`src/rtl/cgs_pkg.sv`:
```
package cgs_pkg;

   typedef enum logic [1:0] {
      ST_ARM  = 2'd0,
      ST_OPEN = 2'd1,
      ST_XFER = 2'd2,
      ST_CLR  = 2'd3
   } seq_state_e;

   typedef enum logic [1:0] {
      MD_FREQ   = 2'd0,
      MD_PERIOD = 2'd1,
      MD_TOTAL  = 2'd2,
      MD_TOTAL2 = 2'd3
   } mode_e;

   function automatic logic is_total(input logic [1:0] m);
      return m[1];
   endfunction

endpackage

```
`src/rtl/cgs_edge_sync.sv`:
```
module cgs_edge_sync #(
   parameter int SYNC_STAGES = 2
) (
   input  logic clk,
   input  logic rst_n,
   input  logic async_in,
   output logic rise_pulse
);
   if (SYNC_STAGES < 2) begin : g_bad_stages
      $error("cgs_edge_sync: SYNC_STAGES must be at least 2");
   end

   logic [SYNC_STAGES-1:0] sync_q;
   logic                   last_q;

   always_ff @(posedge clk) begin
      if (!rst_n) begin
         sync_q <= '0;
         last_q <= 1'b0;
      end else begin
         sync_q <= {sync_q[SYNC_STAGES-2:0], async_in};
         last_q <= sync_q[SYNC_STAGES-1];
      end
   end

   assign rise_pulse = sync_q[SYNC_STAGES-1] & ~last_q;
endmodule

```
`src/rtl/cgs_decade_chain.sv`:
```
module cgs_decade_chain #(
   parameter int DIV  = 10,
   parameter int NSTG = 7
) (
   input  logic            clk,
   input  logic            rst_n,
   input  logic            clr,
   output logic [NSTG-1:0] carry
);
   localparam int CW = (DIV > 2) ? $clog2(DIV) : 1;
   localparam logic [CW-1:0] TOP = CW'(DIV - 1);

   if (DIV < 2) begin : g_bad_div
      $error("cgs_decade_chain: DIV must be at least 2");
   end
   if (NSTG < 1) begin : g_bad_nstg
      $error("cgs_decade_chain: NSTG must be at least 1");
   end

   for (genvar i = 0; i < NSTG; i++) begin : g_stg
      logic [CW-1:0] cnt_q;
      logic          step;
      logic          co;

      if (i == 0) begin : g_first
         assign step = 1'b1;
      end else begin : g_next
         assign step = g_stg[i-1].co;
      end

      assign co       = step & (cnt_q == TOP);
      assign carry[i] = co;

      always_ff @(posedge clk) begin
         if (!rst_n || clr) begin
            cnt_q <= '0;
         end else if (step) begin
            cnt_q <= (cnt_q == TOP) ? '0 : cnt_q + 1'b1;
         end
      end
   end
endmodule

```
`src/rtl/cgs_seq_fsm.sv`:
```
module cgs_seq_fsm
   import cgs_pkg::*;
#(
   parameter int NSTG       = 7,
   parameter int STG_MS     = 4,
   parameter int STG_S      = 7,
   parameter int PER_STAGES = 1
) (
   input  logic            clk,
   input  logic            rst_n,
   input  logic [1:0]      mode_sel,
   input  logic            range_sel,
   input  logic            edge_p,
   input  logic [NSTG-1:0] carry,
   output logic            chain_clr,
   output logic            gate_on,
   output logic            count_en,
   output logic            xfer_stb,
   output logic            clr_stb
);
   seq_state_e state_q, state_d;
   logic [1:0] mode_q;
   logic       range_q;
   logic       abort;
   logic       gate_done;
   logic       tick;
   logic       event_p;
   logic       unused_carry;

   assign unused_carry = ^carry;
   assign abort        = (mode_sel != mode_q) || (range_sel != range_q);
   assign gate_done    = range_q ? carry[STG_S-1] : carry[STG_MS-1];
   assign tick         = carry[PER_STAGES-1];
   assign event_p      = (mode_q == MD_PERIOD) ? tick : edge_p;

   always_comb begin
      state_d = state_q;
      if (abort) begin
         state_d = ST_ARM;
      end else begin
         case (state_q)
            ST_ARM: begin
               if (mode_q != MD_PERIOD || edge_p) state_d = ST_OPEN;
            end
            ST_OPEN: begin
               if (mode_q == MD_FREQ && gate_done)        state_d = ST_XFER;
               else if (mode_q == MD_PERIOD && edge_p)    state_d = ST_XFER;
            end
            ST_XFER: state_d = ST_CLR;
            default: state_d = ST_ARM;
         endcase
         if (is_total(mode_q) && state_q != ST_ARM) state_d = ST_OPEN;
      end
   end

   always_ff @(posedge clk) begin
      if (!rst_n) begin
         state_q <= ST_ARM;
         mode_q  <= MD_FREQ;
         range_q <= 1'b0;
      end else begin
         state_q <= state_d;
         mode_q  <= mode_sel;
         range_q <= range_sel;
      end
   end

   assign chain_clr = (state_q == ST_ARM);
   assign gate_on   = (state_q == ST_OPEN);
   assign xfer_stb  = (state_q == ST_XFER);
   assign clr_stb   = (state_q == ST_CLR);
   assign count_en  = gate_on & event_p;
endmodule

```
`src/rtl/cnt_gate_seq.sv`:
```
module cnt_gate_seq #(
   parameter int DIV         = 10,
   parameter int STG_MS      = 4,
   parameter int STG_S       = 7,
   parameter int PER_STAGES  = 1,
   parameter int SYNC_STAGES = 2
) (
   input  logic       clk,
   input  logic       rst_n,
   input  logic       sig_in,
   input  logic [1:0] mode_sel,
   input  logic       range_sel,
   output logic       gate_on,
   output logic       count_en,
   output logic       xfer_stb,
   output logic       clr_stb
);
   localparam int NSTG = (STG_S > STG_MS) ? STG_S : STG_MS;

   if (STG_MS < 1 || STG_S <= STG_MS) begin : g_bad_range
      $error("cnt_gate_seq: need 1 <= STG_MS < STG_S");
   end
   if (PER_STAGES < 1 || PER_STAGES > NSTG) begin : g_bad_per
      $error("cnt_gate_seq: PER_STAGES out of range");
   end

   logic            edge_p;
   logic            chain_clr;
   logic [NSTG-1:0] carry;

   cgs_edge_sync #(.SYNC_STAGES(SYNC_STAGES)) i_sync (
      .clk        (clk),
      .rst_n      (rst_n),
      .async_in   (sig_in),
      .rise_pulse (edge_p)
   );

   cgs_decade_chain #(.DIV(DIV), .NSTG(NSTG)) i_chain (
      .clk   (clk),
      .rst_n (rst_n),
      .clr   (chain_clr),
      .carry (carry)
   );

   cgs_seq_fsm #(
      .NSTG(NSTG), .STG_MS(STG_MS), .STG_S(STG_S), .PER_STAGES(PER_STAGES)
   ) i_fsm (
      .clk       (clk),
      .rst_n     (rst_n),
      .mode_sel  (mode_sel),
      .range_sel (range_sel),
      .edge_p    (edge_p),
      .carry     (carry),
      .chain_clr (chain_clr),
      .gate_on   (gate_on),
      .count_en  (count_en),
      .xfer_stb  (xfer_stb),
      .clr_stb   (clr_stb)
   );
endmodule

```
`config.mk`:
```
export PLATFORM = sky130hd
export DESIGN_NAME = cnt_gate_seq
export DESIGN_NICKNAME = d
export VERILOG_FILES = /design/src/rtl/cgs_pkg.sv /design/src/rtl/cgs_edge_sync.sv /design/src/rtl/cgs_decade_chain.sv /design/src/rtl/cgs_seq_fsm.sv /design/src/rtl/cnt_gate_seq.sv
export SDC_FILE = /design/constraint.sdc
export NUM_CORES = 1
export LEC_CHECK = 0
export ABC_AREA = 1
export CAP_MARGIN = 20
export CORE_MARGIN = 8
export CORE_UTILIZATION = 60
export CTS_CLUSTER_DIAMETER = 30
export CTS_CLUSTER_SIZE = 8
export DETAILED_ROUTE_END_ITERATION = 10
export HOLD_SLACK_MARGIN = 0.03
export PLACE_DENSITY = 0.8
export SYNTH_ARGS = -nofsm -noshare
export SYNTH_HDL_FRONTEND = slang
export SYNTH_SLANG_ARGS = --single-unit
```
`constraint.sdc`:
```
create_clock -name clk -period 2.5 [get_ports clk]
set_input_delay 0.5 -clock clk [delete_from_list [all_inputs] [get_ports clk]]
set_output_delay 0.5 -clock clk [all_outputs]
set_load 0.05 [all_outputs]
```
Word level (Yosys, flattened, before mapping)
Cells that the tools add are included.
W data, S select, Z words.
{ "word_totals": {"n_memories": 0, "inputBits": 6, "output_inout_bits": 4, "wordCells": 76, "latchBits": 0, "regBits": 36, "ramBits": 0, "romBits": 0} }
{ "op_classes": {"n_lt_le_gt_ge": 0, "n_eq_ne": 18, "addsub": 7, "multipliers": 0, "n_div": 0, "muxes": 13, "n_reduce_logical": 15, "n_shift": 0, "bitwise_logic": 10} }
{ "ops": {"columns": ["operator", "n"], "rows": [
  ["$add A4 B1 Y4 const B", 7],
  ["$eq A4 B4 Y1 const B", 7],
  ["$mux W4", 6],
  ["$and A1 B1 Y1", 8],
  ["$mux W2", 3],
  ["$pmux W2 S3", 1],
  ["$eq A2 B1 Y1 const B", 2],
  ["$eq A2 B2 Y1 const B", 2],
  ["$logic_not A2 Y1", 2],
  ["$ne A2 B1 Y1 const B", 2],
  ["$ne A4 B4 Y1 const B", 1],
  ["$reduce_and A2 Y1", 2],
  ["$reduce_or A2 Y1", 2],
  ["$logic_and A1 B1 Y1", 3],
  ["$logic_or A1 B1 Y1", 3],
  ["$mux W1", 3],
  ["$ne A3 B1 Y1 const B", 1],
  ["$ne A3 B3 Y1 const B", 1],
  ["$reduce_or A3 Y1", 1],
  ["$ne A2 B2 Y1", 1],
  ["$not A1 Y1", 2],
  ["$reduce_bool A2 Y1", 1],
  ["$logic_not A1 Y1", 1],
  ["$ne A1 B1 Y1", 1]
]} }

Longest topological paths before layout
{ "depth": {"ltp_word": 12, "mapped_depth": 14, "ltp_nobuf": 14} }

Cells and area by module
From an unflattened synthesis, not the netlist that was laid out.
{ "hier_totals": {"hier_cells": 286, "area_unflattened_um2": 2003.2} }
{ "by_module_without_submodules": {"columns": ["module", "cells_per_inst", "seq_area_each_um2", "area_per_inst_um2", "n_inst"], "rows": [
  ["cgs_decade_chain", 217, 560.5, 1531.5, 1],
  ["cgs_seq_fsm", 58, 100.1, 379.1, 1],
  ["cgs_edge_sync", 11, 60.1, 92.6, 1]
]} }

Worst setup path after synthesis
Ideal clock, no wire load.
{ "synth_path": {"kind": "register to output", "startpoint": "register i_fsm.state_q[1]", "endpoint": "output count_en", "path_buffers": 0, "required_ns": 2.000, "path_slack_ns": 0.162, "t_arrival_ns": 1.838, "stages_incl_launch_ff": 5, "path_cell_list": "dfxtp_1 -> inv_1 -> ha_1 -> o21ai_0 -> a21oi_1"} }
{ "synth_via": {"elab_chain_cells": 2} }
{ "synth_lines": {"columns": ["item", "line_no", "text"], "rows": [
  ["from (decl)", "cgs_seq_fsm.sv:21", "seq_state_e state_q, state_d;"],
  ["from (signal assigned)", "cgs_seq_fsm.sv:62", "state_q <= state_d;"],
  ["$eq A2 B1 Y1", "cgs_seq_fsm.sv:69", "assign gate_on = (state_q == ST_OPEN);"],
  ["via gate_on", "cnt_gate_seq.sv:13", "output logic gate_on,"],
  ["$and A1 B1 Y1", "cgs_seq_fsm.sv:72", "assign count_en = gate_on & event_p;"],
  ["to (decl)", "cnt_gate_seq.sv:14", "output logic count_en,"]
]} }
The timed path passes the listed nets, and every way through them passes these cells.

Worst setup path after layout
{ "layout_path": {"startpoint": "register i_fsm.state_q[1]", "endpoint": "output gate_on"} }
{ "layout_via": {"elab_chain_cells": 1} }
{ "layout_lines": {"columns": ["item", "line_no"], "rows": [
  ["$eq A2 B1 Y1", "cgs_seq_fsm.sv:69"],
  ["to (decl)", "cnt_gate_seq.sv:13"]
]} }
No other way between the ends.

==> flow_summary_export.csv <==
group,metric,value,unit
status,status,"complete, no violations",
critical_path,cpMaxStageDelayCell,"clkdlybuf4s50_1",
clocking,post_cts_resized,0,
final_layout,nets,257,
clocking,clockBufferDepth,2,
critical_path,crit_chain,"inv_1 > ha_1 > clkdlybuf4s50_1",
yosys,ys_types,38,
power,peakVddDrop,0.0004018,V
die,dieArea,4894,µm²
yosys,synth-seq-area-share,41.26,%
yosys,synth_edf_count,0,
yosys,ys_ff_latch,36,
yosys,synth_area,1747,µm²
timing,slew_headroom,66.70,%
yosys,yosys_warnings,0,
placement,gp_congestion,0.8637,
yosys,synth-xor-area-share,2.006,%
final_layout,n_antenna_cell,0,
grt,grt_use_met1,14.85,%
timing,post-route-period-util,91.39,%
critical_path,crit_type,"register to primary output",
grt,grt_overflow_total,0,
power,total_leakage_power,0.7752,nW
die,core-area,2758,µm²
die,pin_count,10,
critical_path,required,2000,ps
grt,grt_pass1_wl,5333,µm
grt,grt_max_degree,11,
job,drv_cap,0,
timing,worst_slew_pin_slew,498.0,ps
detailed_routing,drt_iter0_markers,70,
timing,hold_viol,0,
yosys,synth_fp_nets,241,
final_layout,area_delta_synth_final,10.96,%
detailed_routing,vias,1365,
timing,final.setup.tns,0,ps
yosys,synth_compound_area_share,10.89,%
detailed_routing,drtPass1Iterations,4,
timing,report.final.setup_viol,0,
detailed_routing,routed_wl,2835,µm
critical_path,end_kind,"primary output",
yosys,synthMuxAreaShare,0,%
clocking,clk_latency,330,ps
clocking,cts_max_level,2,
die,die_x,69.96,µm
timing,timing.final.ws_setup,215.4,ps
power,pwr_density_cell,494.8,nW/µm²
timing,drv_slew,0,
detailed_routing,viasPerCell,4.928,
clocking,path_clk_slew,100,ps
critical_path,cp_slowest_stage_delay,820,ps
final_layout,drive_gt1_share,17.48,%
hold_path,worstHoldPathType,"register to register",
placement,port_buffers,9,
placement,post-place-ws,574.7,ps
detailed_routing,drc,0,
timing,fmax,0.4377,GHz
die,die_y,69.96,µm
critical_path,crit_arrival,1780,ps
grt,grtUsageTotal,12.78,%
clocking,cts_tree,"built",
clocking,root_buffer,"clkbuf_4",
clocking,post_cts_buffers,0,
grt,antenna_found_initial,0,
yosys,synthCells,229,
yosys,synth-async-reset-ratio,0,%
yosys,yosys.area_share.simple,31.59,%
detailed_routing,ant_nets,0,
grt,met2_usage,21.12,%
power,power,0.9590,mW
yosys,postSynthAreaPerCell,7.627,µm²
clocking,cts.sink_count,36,
final_layout,final_cell_mix,"nand2_1, dfxtp_1, nor2_1, inv_1, inv_2",
timing,whs,427.5,ps
grt,grt.busiest_layer,"met2",
critical_path,rrSetupSlack,750,ps
critical_path,cp-start-kind,"register",
timing,clock_skew,9.578,ps
timing,min_period,2285,ps
grt,first_global_vias,1363,
timing,rsz0062_at_grt,"no",
die,num_rows,19,
placement,hpwl,2211,µm
clocking,ctsHoldBuffers,0,
yosys,ys.flop_type,"dfxtp_1",
yosys,synth_fa_ha_area_share,4.298,%
critical_path,path_max_fanout,4,
final_layout,mostFrequentLayoutCell,"nand2_1",
grt,grt_use_met3,3.531,%
yosys,synth_top_family_by_area,"simple AND/OR/NAND/NOR gates",
die,start_util,63.34,%
clocking,cts_made_buffers,5,
detailed_routing,avgRoutedWirePerCell,10.23,µm
==> metal layers <==
| metal | vias to the layer above | wire length, µm |
|---|---|---|
| li1 | 757 | - |
| met1 | 587 | 1424 |
| met2 | 16 | 1281 |
| met3 | 5 | 91 |
| met4 | 0 | 37 |
| met5 | - | 0 |
==> power breakdown <==
part | switching (mW) | total, mW | internal, mW
registers | 0.00450 | 0.584 | 0.579
clock network | 0.178 | 0.317 | 0.139
logic | 0.0330 | 0.0580 | 0.0250
==> metrics by stage <==
step | cells | utilization [%] | instance area [µm²]
6_report | 277 | 70.28 | 1938
5_1_grt | 277 | 70.28 | 1938
4_1_cts | 277 | 70.28 | 1938
3_5_place_dp | 269 | 68.15 | 1879
3_3_place_gp | 269 | 68.15 | 1879
2_1_floorplan | 229 | - | 1747
==> logic make-up (layout without fill, tap and decap cells) <==
| family | count (synthesis) | count (layout) |
|---|---|---|
| buf+inv | 46 | 63 |
| simple gates | 105 | 105 |
| compound gates | 32 | 32 |
| fa+ha+maj | 6 | 6 |
| flops | 36 | 36 |
| xor+xnor | 4 | 4 |
==> area by class of cell <==
type,count,area [µm²]
multi-input cells,147,852.1
clock buffers,8,58.81
fillers,221,819.5
well taps,31,38.79
inverters,44,165.2
repair buffers,11,102.6
flip-flops and latches,36,720.7
==> Yosys cell counts (3+ instances only) <==
cell	number	area share, %
a21oi_1	12	3.4
dfxtp_1	36	41
ha_1	6	4.3
inv_1	28	6.0
inv_2	15	3.2
nand2_1	39	8.4
nand3_1	8	2.3
nor2_1	29	6.2
nor2_2	3	1.1
nor2_4	3	1.9
nor3_1	3	0.86
nor3_2	3	1.7
o211ai_1	4	1.7
o21ai_0	6	1.7
or2_2	3	1.1
==> critical path: cells and delay by family (launching register included) <==
family	cells	cell delay [ps]
buffers and inverters	2	910
adders and majority gates	1	200
DFF	1	350
==> state kept, by name (all words and copies together) (netlist names) <==
name / flops
i_fsm.range_q: 1
i_sync.sync_q: 2
i_fsm.mode_q: 2
i_chain.g_stg.cnt_q: 28
i_sync.last_q: 1
i_fsm.state_q: 2
==> final timing paths <==
path                            depth (start not counted)                         to                 startpoint
worst min register to register                          2           i_sync.sync_q[1]           i_sync.sync_q[0]
worst min-delay path                                    2           i_sync.sync_q[1]           i_sync.sync_q[0]
worst max register to register                         11  i_chain.g_stg[6].cnt_q[3]  i_chain.g_stg[0].cnt_q[0]
worst max-delay path                                    3                    gate_on           i_fsm.state_q[1]
(Power assumes the default switching activity.)
